## config.mk

```make
export PLATFORM = sky130hd
export DESIGN_NAME = drive_mode_ctrl
export DESIGN_NICKNAME = d
export VERILOG_FILES = /design/src/rtl/drive_mode_pkg.sv /design/src/rtl/sample_tick.sv /design/src/rtl/contact_filter.sv /design/src/rtl/mode_fsm.sv /design/src/rtl/drive_mode_ctrl.sv
export SDC_FILE = /design/constraint.sdc
export NUM_CORES = 1
export LEC_CHECK = 0
export BUFFER_PORTS_ARGS = -buffer_cell sky130_fd_sc_hd__buf_2
export CORE_MARGIN = 4
export CORE_UTILIZATION = 36
export CTS_BUF_LIST = sky130_fd_sc_hd__clkbuf_16
export CTS_CLUSTER_DIAMETER = 50
export DETAILED_ROUTE_END_ITERATION = 8
export PLACE_DENSITY = 0.55
export SLEW_MARGIN = 0
export SYNTH_ARGS = -nofsm -noshare
export SYNTH_HDL_FRONTEND = slang
export SYNTH_SLANG_ARGS = --single-unit
```

## constraint.sdc

```tcl
create_clock -name clk -period 4.5 [get_ports clk]
set_clock_uncertainty 0.2 [all_clocks]
set_input_delay 0 -clock clk [delete_from_list [all_inputs] [get_ports clk]]
set_output_delay 0 -clock clk [all_outputs]
set_load 0.05 [all_outputs]
```

## src/rtl/drive_mode_pkg.sv

```systemverilog
package drive_mode_pkg;
  localparam int unsigned MODE_W = 3;

  typedef enum logic [MODE_W-1:0] {
    M_TEST  = 3'd0,
    M_IDLE  = 3'd1,
    M_RUN   = 3'd2,
    M_HALT  = 3'd3,
    M_FAULT = 3'd4
  } drv_mode_e;
endpackage

```

## src/rtl/sample_tick.sv

```systemverilog
module sample_tick #(
  parameter int unsigned DIV = 50000
) (
  input  logic clk,
  input  logic rst_n,
  output logic tick_o
);
  localparam int unsigned CW = (DIV > 1) ? $clog2(DIV) : 1;

  generate
    if (DIV > 1) begin : g_div
      logic [CW-1:0] cnt_q;
      logic          tick_q;
      always_ff @(posedge clk) begin
        if (!rst_n) begin
          cnt_q  <= '0;
          tick_q <= 1'b0;
        end else if (cnt_q == CW'(DIV - 1)) begin
          cnt_q  <= '0;
          tick_q <= 1'b1;
        end else begin
          cnt_q  <= cnt_q + 1'b1;
          tick_q <= 1'b0;
        end
      end
      assign tick_o = tick_q;

      a_r7_tick_spaced: assert property (@(posedge clk) disable iff (!rst_n)
        tick_q |=> !tick_q);
    end else begin : g_every
      assign tick_o = rst_n;
    end
  endgenerate
endmodule

```

## src/rtl/contact_filter.sv

```systemverilog
module contact_filter #(
  parameter int unsigned HOLD = 10,
  parameter logic        INIT = 1'b0
) (
  input  logic clk,
  input  logic rst_n,
  input  logic tick_i,
  input  logic raw_i,
  output logic lvl_o
);
  localparam int unsigned HW = $clog2(HOLD + 1);

  logic          s1_q, s2_q, lvl_q;
  logic [HW-1:0] cnt_q;

  always_ff @(posedge clk) begin
    if (!rst_n) begin
      s1_q  <= INIT;
      s2_q  <= INIT;
      lvl_q <= INIT;
      cnt_q <= '0;
    end else begin
      s1_q <= raw_i;
      s2_q <= s1_q;
      if (tick_i) begin
        if (s2_q != lvl_q) begin
          if (cnt_q == HW'(HOLD - 1)) begin
            lvl_q <= s2_q;
            cnt_q <= '0;
          end else begin
            cnt_q <= cnt_q + 1'b1;
          end
        end else begin
          cnt_q <= '0;
        end
      end
    end
  end

  assign lvl_o = lvl_q;

  a_r7_change_on_tick: assert property (@(posedge clk) disable iff (!rst_n)
    (lvl_q != $past(lvl_q)) |-> $past(tick_i));
endmodule

```

## src/rtl/mode_fsm.sv

```systemverilog
module mode_fsm
  import drive_mode_pkg::*;
#(
  parameter int unsigned NFLT = 4
) (
  input  logic            clk,
  input  logic            rst_n,
  input  logic            start_db_i,
  input  logic            dir_db_i,
  input  logic            st_done_i,
  input  logic            st_ok_i,
  input  logic [NFLT-1:0] flt_i,
  input  logic            clr_i,
  output drv_mode_e       mode_o,
  output logic            inv_en_o,
  output logic            trq_en_o,
  output logic            dir_o
);
  drv_mode_e mode_q, nxt;
  logic      start_q, inv_q, trq_q, dir_q;
  logic      flt_any, start_rise;

  assign flt_any    = |flt_i;
  assign start_rise = start_db_i & ~start_q;

  always_comb begin
    nxt = mode_q;
    unique case (mode_q)
      M_TEST:  if (st_done_i) nxt = st_ok_i ? M_IDLE : M_FAULT;
      M_IDLE:  if (start_rise) nxt = M_RUN;
      M_RUN:   if (!start_db_i) nxt = M_HALT;
      M_HALT:  if (start_db_i) nxt = M_RUN;
      M_FAULT: if (clr_i && !flt_any) nxt = M_TEST;
      default: nxt = M_FAULT;
    endcase
    if (flt_any) nxt = M_FAULT;
  end

  always_ff @(posedge clk) begin
    if (!rst_n) begin
      mode_q  <= M_TEST;
      start_q <= 1'b0;
      inv_q   <= 1'b0;
      trq_q   <= 1'b0;
      dir_q   <= 1'b1;
    end else begin
      mode_q  <= nxt;
      start_q <= start_db_i;
      inv_q   <= (nxt == M_RUN);
      trq_q   <= (nxt == M_RUN) && (mode_q == M_RUN);
      if (nxt == M_RUN && mode_q != M_RUN) dir_q <= dir_db_i;
    end
  end

  assign mode_o   = mode_q;
  assign inv_en_o = inv_q;
  assign trq_en_o = trq_q;
  assign dir_o    = dir_q;

  a_r5_fault_wins: assert property (@(posedge clk) disable iff (!rst_n)
    flt_any |=> (mode_q == M_FAULT));

  a_r6_fault_exit: assert property (@(posedge clk) disable iff (!rst_n)
    ($past(mode_q) == M_FAULT && mode_q != M_FAULT)
      |-> (mode_q == M_TEST && $past(clr_i) && !$past(flt_any)));

  a_r2_test_exit: assert property (@(posedge clk) disable iff (!rst_n)
    ($past(mode_q) == M_TEST && mode_q == M_IDLE) |-> $past(st_done_i && st_ok_i));

  a_r3_idle_start: assert property (@(posedge clk) disable iff (!rst_n)
    ($past(mode_q) == M_IDLE && mode_q == M_RUN)
      |-> ($past(start_db_i) && !$past(start_db_i, 2)));

  a_r8_inv_in_run: assert property (@(posedge clk) disable iff (!rst_n)
    inv_q == (mode_q == M_RUN));

  a_r9_trq_after_inv: assert property (@(posedge clk) disable iff (!rst_n)
    trq_q |-> (inv_q && $past(inv_q)));

  a_r10_dir_held: assert property (@(posedge clk) disable iff (!rst_n)
    !(mode_q == M_RUN && $past(mode_q) != M_RUN) |-> $stable(dir_q));
endmodule

```

## src/rtl/drive_mode_ctrl.sv

```systemverilog
module drive_mode_ctrl
  import drive_mode_pkg::*;
#(
  parameter int unsigned TICK_DIV = 50000,
  parameter int unsigned HOLD     = 10,
  parameter int unsigned NFLT     = 4
) (
  input  logic              clk,
  input  logic              rst_n,
  input  logic              start_raw,
  input  logic              dir_raw,
  input  logic              selftest_done,
  input  logic              selftest_ok,
  input  logic [NFLT-1:0]   fault_flags,
  input  logic              fault_clear,
  output logic [MODE_W-1:0] mode,
  output logic              inv_en,
  output logic              trq_en,
  output logic              dir_fwd
);
  localparam int unsigned NSW      = 2;
  localparam logic [NSW-1:0] SW_INIT = 2'b10;

  logic           tick;
  logic [NSW-1:0] sw_raw, sw_db;
  drv_mode_e      mode_e;

  assign sw_raw = {dir_raw, start_raw};

  sample_tick #(.DIV(TICK_DIV)) u_tick (
    .clk(clk), .rst_n(rst_n), .tick_o(tick)
  );

  for (genvar k = 0; k < NSW; k++) begin : g_sw
    contact_filter #(.HOLD(HOLD), .INIT(SW_INIT[k])) u_filt (
      .clk(clk), .rst_n(rst_n), .tick_i(tick),
      .raw_i(sw_raw[k]), .lvl_o(sw_db[k])
    );
  end

  mode_fsm #(.NFLT(NFLT)) u_fsm (
    .clk(clk), .rst_n(rst_n),
    .start_db_i(sw_db[0]), .dir_db_i(sw_db[1]),
    .st_done_i(selftest_done), .st_ok_i(selftest_ok),
    .flt_i(fault_flags), .clr_i(fault_clear),
    .mode_o(mode_e), .inv_en_o(inv_en), .trq_en_o(trq_en), .dir_o(dir_fwd)
  );

  assign mode = mode_e;
endmodule

```

==> impl_metrics.toml <==
[synthesis]
ys_warn_count = 0
syn-num-nets = 198
ys_types = 35
synth-seq-cells = 38
ys_seq_area_frac = 0.454
synth.avg_cell_area_sq_um = 9.21
synth_area_sq_um = 1680
syn_inst = 182

[sta]
slew_headroom = 0.442
hold_slack_ns = 0.0281
max_freq_mhz = 377
grt_setup_unrepaired = "false"
finalHoldViolCount = 0
drv_slew = 0
tns_ns = 0
period_minus_slack_ns = 2.65
tightest_slew_ns = 0.835
period_share = 0.589
setup_viol = 0

[floorplan]
io_pins = 17
placementRows = 24
start_util = 0.377
die-area_sq_um = 5810
die_y_um = 76.2
die_x_um = 76.2
core_area_sq_um = 4440

[critical_path]
crit_path_start_kind = "input port"
crit_fanout = 4
critPathCaptureType = "register"
critPathArrivalTime_ns = 2.67
cp.required_ns = 4.52
critical_path_class = "in2reg"

[clock_network]
cts_buffers = 5
cts-root-buf = "clkbuf_16"
cts_resized = 0
clk_pin_slew_worst_paths_ns = 0.05
cts_tree = "yes"
clockBufferDepth = 2
clk_latency_ns = 0.28
htreeDepth = 2
clkSinkCount = 38

[power_and_ir_drop]
p_leak_nw = 0.780
p_per_area_nw_per_um2 = 341
peakVddDrop_uv = 221

[detailed_routing]
drt_iter0_drc = 86
vias = 1337
dr.pass1.iters = 4
wire_per_inst_um = 12.1
vias_per_cell = 5.05
wl_mm = 3.22
drc = 0
antenna_left = 0

[place]
place_hpwl_mm = 2.15
port_buffers = 16
gp_congestion = 0.830

[job]
cap_violations = 0

[run_status]
status = "finished clean"

[finish]
num-fill-cells = 449
drive_gt1_frac = 0.131
nNetsFinal = 228
area.growth.synth_to_final_pct = 22.5
diodes = 0

[global_routing]
grt_pass1_wl_mm = 5.81
grt_pass1_vias = 1315
grt_usage = 0.125
antenna_found_initial = 0
overflow = 0
grt_max_degree = 21

[min_path]
hold_class = "in2reg"
-- cells by family after synthesis --
family,after synthesis,synth area share
XOR/XNOR,17,0.0889
flip-flops,38,0.454
AO/OA/AOI/OAI,18,0.0874
adder cells (fa/ha/maj),5,0.0373
buffers and inverters,11,0.0291
AND/OR/NAND/NOR,88,0.273
multiplexers,5,0.0299
-- registers in the layout, indices dropped and copies added, names as in the netlist --
register	cells
u_tick.g_div.cnt_q	16
g_sw.u_filt.lvl_o	2
u_fsm.trq_en_o	1
u_fsm.dir_o	1
g_sw.u_filt.s1_q	2
g_sw.u_filt.s2_q	2
u_fsm.start_q	1
u_tick.tick_o	1
u_fsm.mode_o	3
u_fsm.inv_en_o	1
g_sw.u_filt.cnt_q	8
-- worst max-delay path, cell delays in order --
cell	delay, ns
dlygate4sd3_1	0.54
buf_2	0.12
or4_4	0.43
dlygate4sd3_1	0.59
nor2_1	0.09
nand2_1	0.12
nor3b_1	0.21
dlygate4sd3_1	0.56
-- stage by stage --
stage | setup slack, ns | cells | area, sq um | power (mW) | util
after floorplan | 2.60 | 182 | 1680 | 0.366 | -
after global placement | 2.33 | 245 | 1790 | 0.373 | 0.404
after detailed placement | 2.26 | 245 | 1790 | 0.374 | 0.404
after CTS | 1.92 | 265 | 2050 | 0.708 | 0.462
after global routing | 1.76 | 265 | 2050 | 0.732 | 0.462
final | 1.85 | 265 | 2050 | 0.701 | 0.462
-- cells in the mapped netlist --
library cell | instances | area share
dfxtp_1 | 38 | 0.45
nor2_1 | 27 | 0.060
xnor2_1 | 14 | 0.073
nand2_1 | 12 | 0.027
nand3_1 | 9 | 0.027
and2_1 | 8 | 0.030
nor4_1 | 7 | 0.026
inv_1 | 6 | 0.013
nor2b_1 | 6 | 0.022
ha_1 | 5 | 0.037
mux2i_1 | 5 | 0.030
clkbuf_1 | 4 | 0.0090
nand2b_1 | 4 | 0.015
a21oi_1 | 3 | 0.0090
nand4_1 | 3 | 0.011
nor3_1 | 3 | 0.0090
or2_2 | 3 | 0.011
xor2_1 | 3 | 0.016
o211ai_1 | 2 | 0.0090
o21a_1 | 2 | 0.0090
o21ai_0 | 2 | 0.0060
o22ai_1 | 2 | 0.0075
or4_4 | 2 | 0.013
a2111oi_0 | 1 | 0.0052
a211oi_1 | 1 | 0.0045
a21boi_0 | 1 | 0.0045
a221oi_1 | 1 | 0.0052
a32oi_1 | 1 | 0.0052
and4b_1 | 1 | 0.0060
buf_6 | 1 | 0.0067
nand4b_1 | 1 | 0.0052
nor3b_1 | 1 | 0.0045
nor4b_1 | 1 | 0.0052
o211a_1 | 1 | 0.0060
o41ai_4 | 1 | 0.016
-- placed cells by master (no fill, tap or decap), types with 2 or more instances in the layout --
cell           count
and2_1             8
xnor2_1           14
inv_1              7
or2_2              3
ha_1               5
dlygate4sd3_1     12
or4_4              2
nor2b_1            6
buf_2             16
nand3_1            9
nand2_1           12
o22ai_1            2
mux2i_1            5
clkbuf_16          5
nor4_1             7
o21ai_0            2
a21oi_1            3
o211ai_1           2
nand2b_1           4
nor3_1             3
nand4_1            3
o21a_1             2
dfxtp_1           38
xor2_1             3
nor2_1            27
-- final cells by class --
type                            count  area [sq um]  area share
Clock buffer                        5           125      0.0610
Clock inverter                      3          12.5     0.00610
Inverter                            6          22.5      0.0110
Multi-Input combinational cell    133           866       0.422
Sequential cell                    38           761       0.371
Tap cell                           52          65.1      0.0317
Timing Repair Buffer               28           200      0.0976
-- worst paths after layout --
kind / startpoint / end / slack, ns / cells past startpoint
worst max register to register: u_fsm.mode_o[0] / u_fsm.mode_o[2] / 2.21 / 6
worst max-delay path: fault_flags[2] / u_fsm.mode_o[0] / 1.85 / 8
worst min-delay path: fault_flags[3] / u_fsm.dir_o / 0.03 / 5
worst min register to register: g_sw[1].u_filt.s1_q / g_sw[1].u_filt.s2_q / 0.21 / 1
-- report_power, final --
| part | leakage (nW) | internal, mW | switching [mW] |
|---|---|---|---|
| registers | 0.308 | 0.341 | 0.00376 |
| clock network | 0.0724 | 0.200 | 0.127 |
| logic | 0.400 | 0.0151 | 0.0136 |
-- repair_timing --
| item | CTS | global route |
|---|---|---|
| buffers inserted | 0 | 0 |
| endpoints found under the hold margin | 20 | 0 |
| setup endpoints to repair | 0 | 0 |
| hold buffers | 12 | 0 |
-- layer usage --
layer  wire [um]  GRT usage  up-vias
li1            -          -      681
met1        1560      0.146      631
met2        1480      0.196       17
met3         110     0.0544        8
met4          64     0.0562        0
met5           0          0        -
No activity file was read; power rests on OpenSTA's default activity.
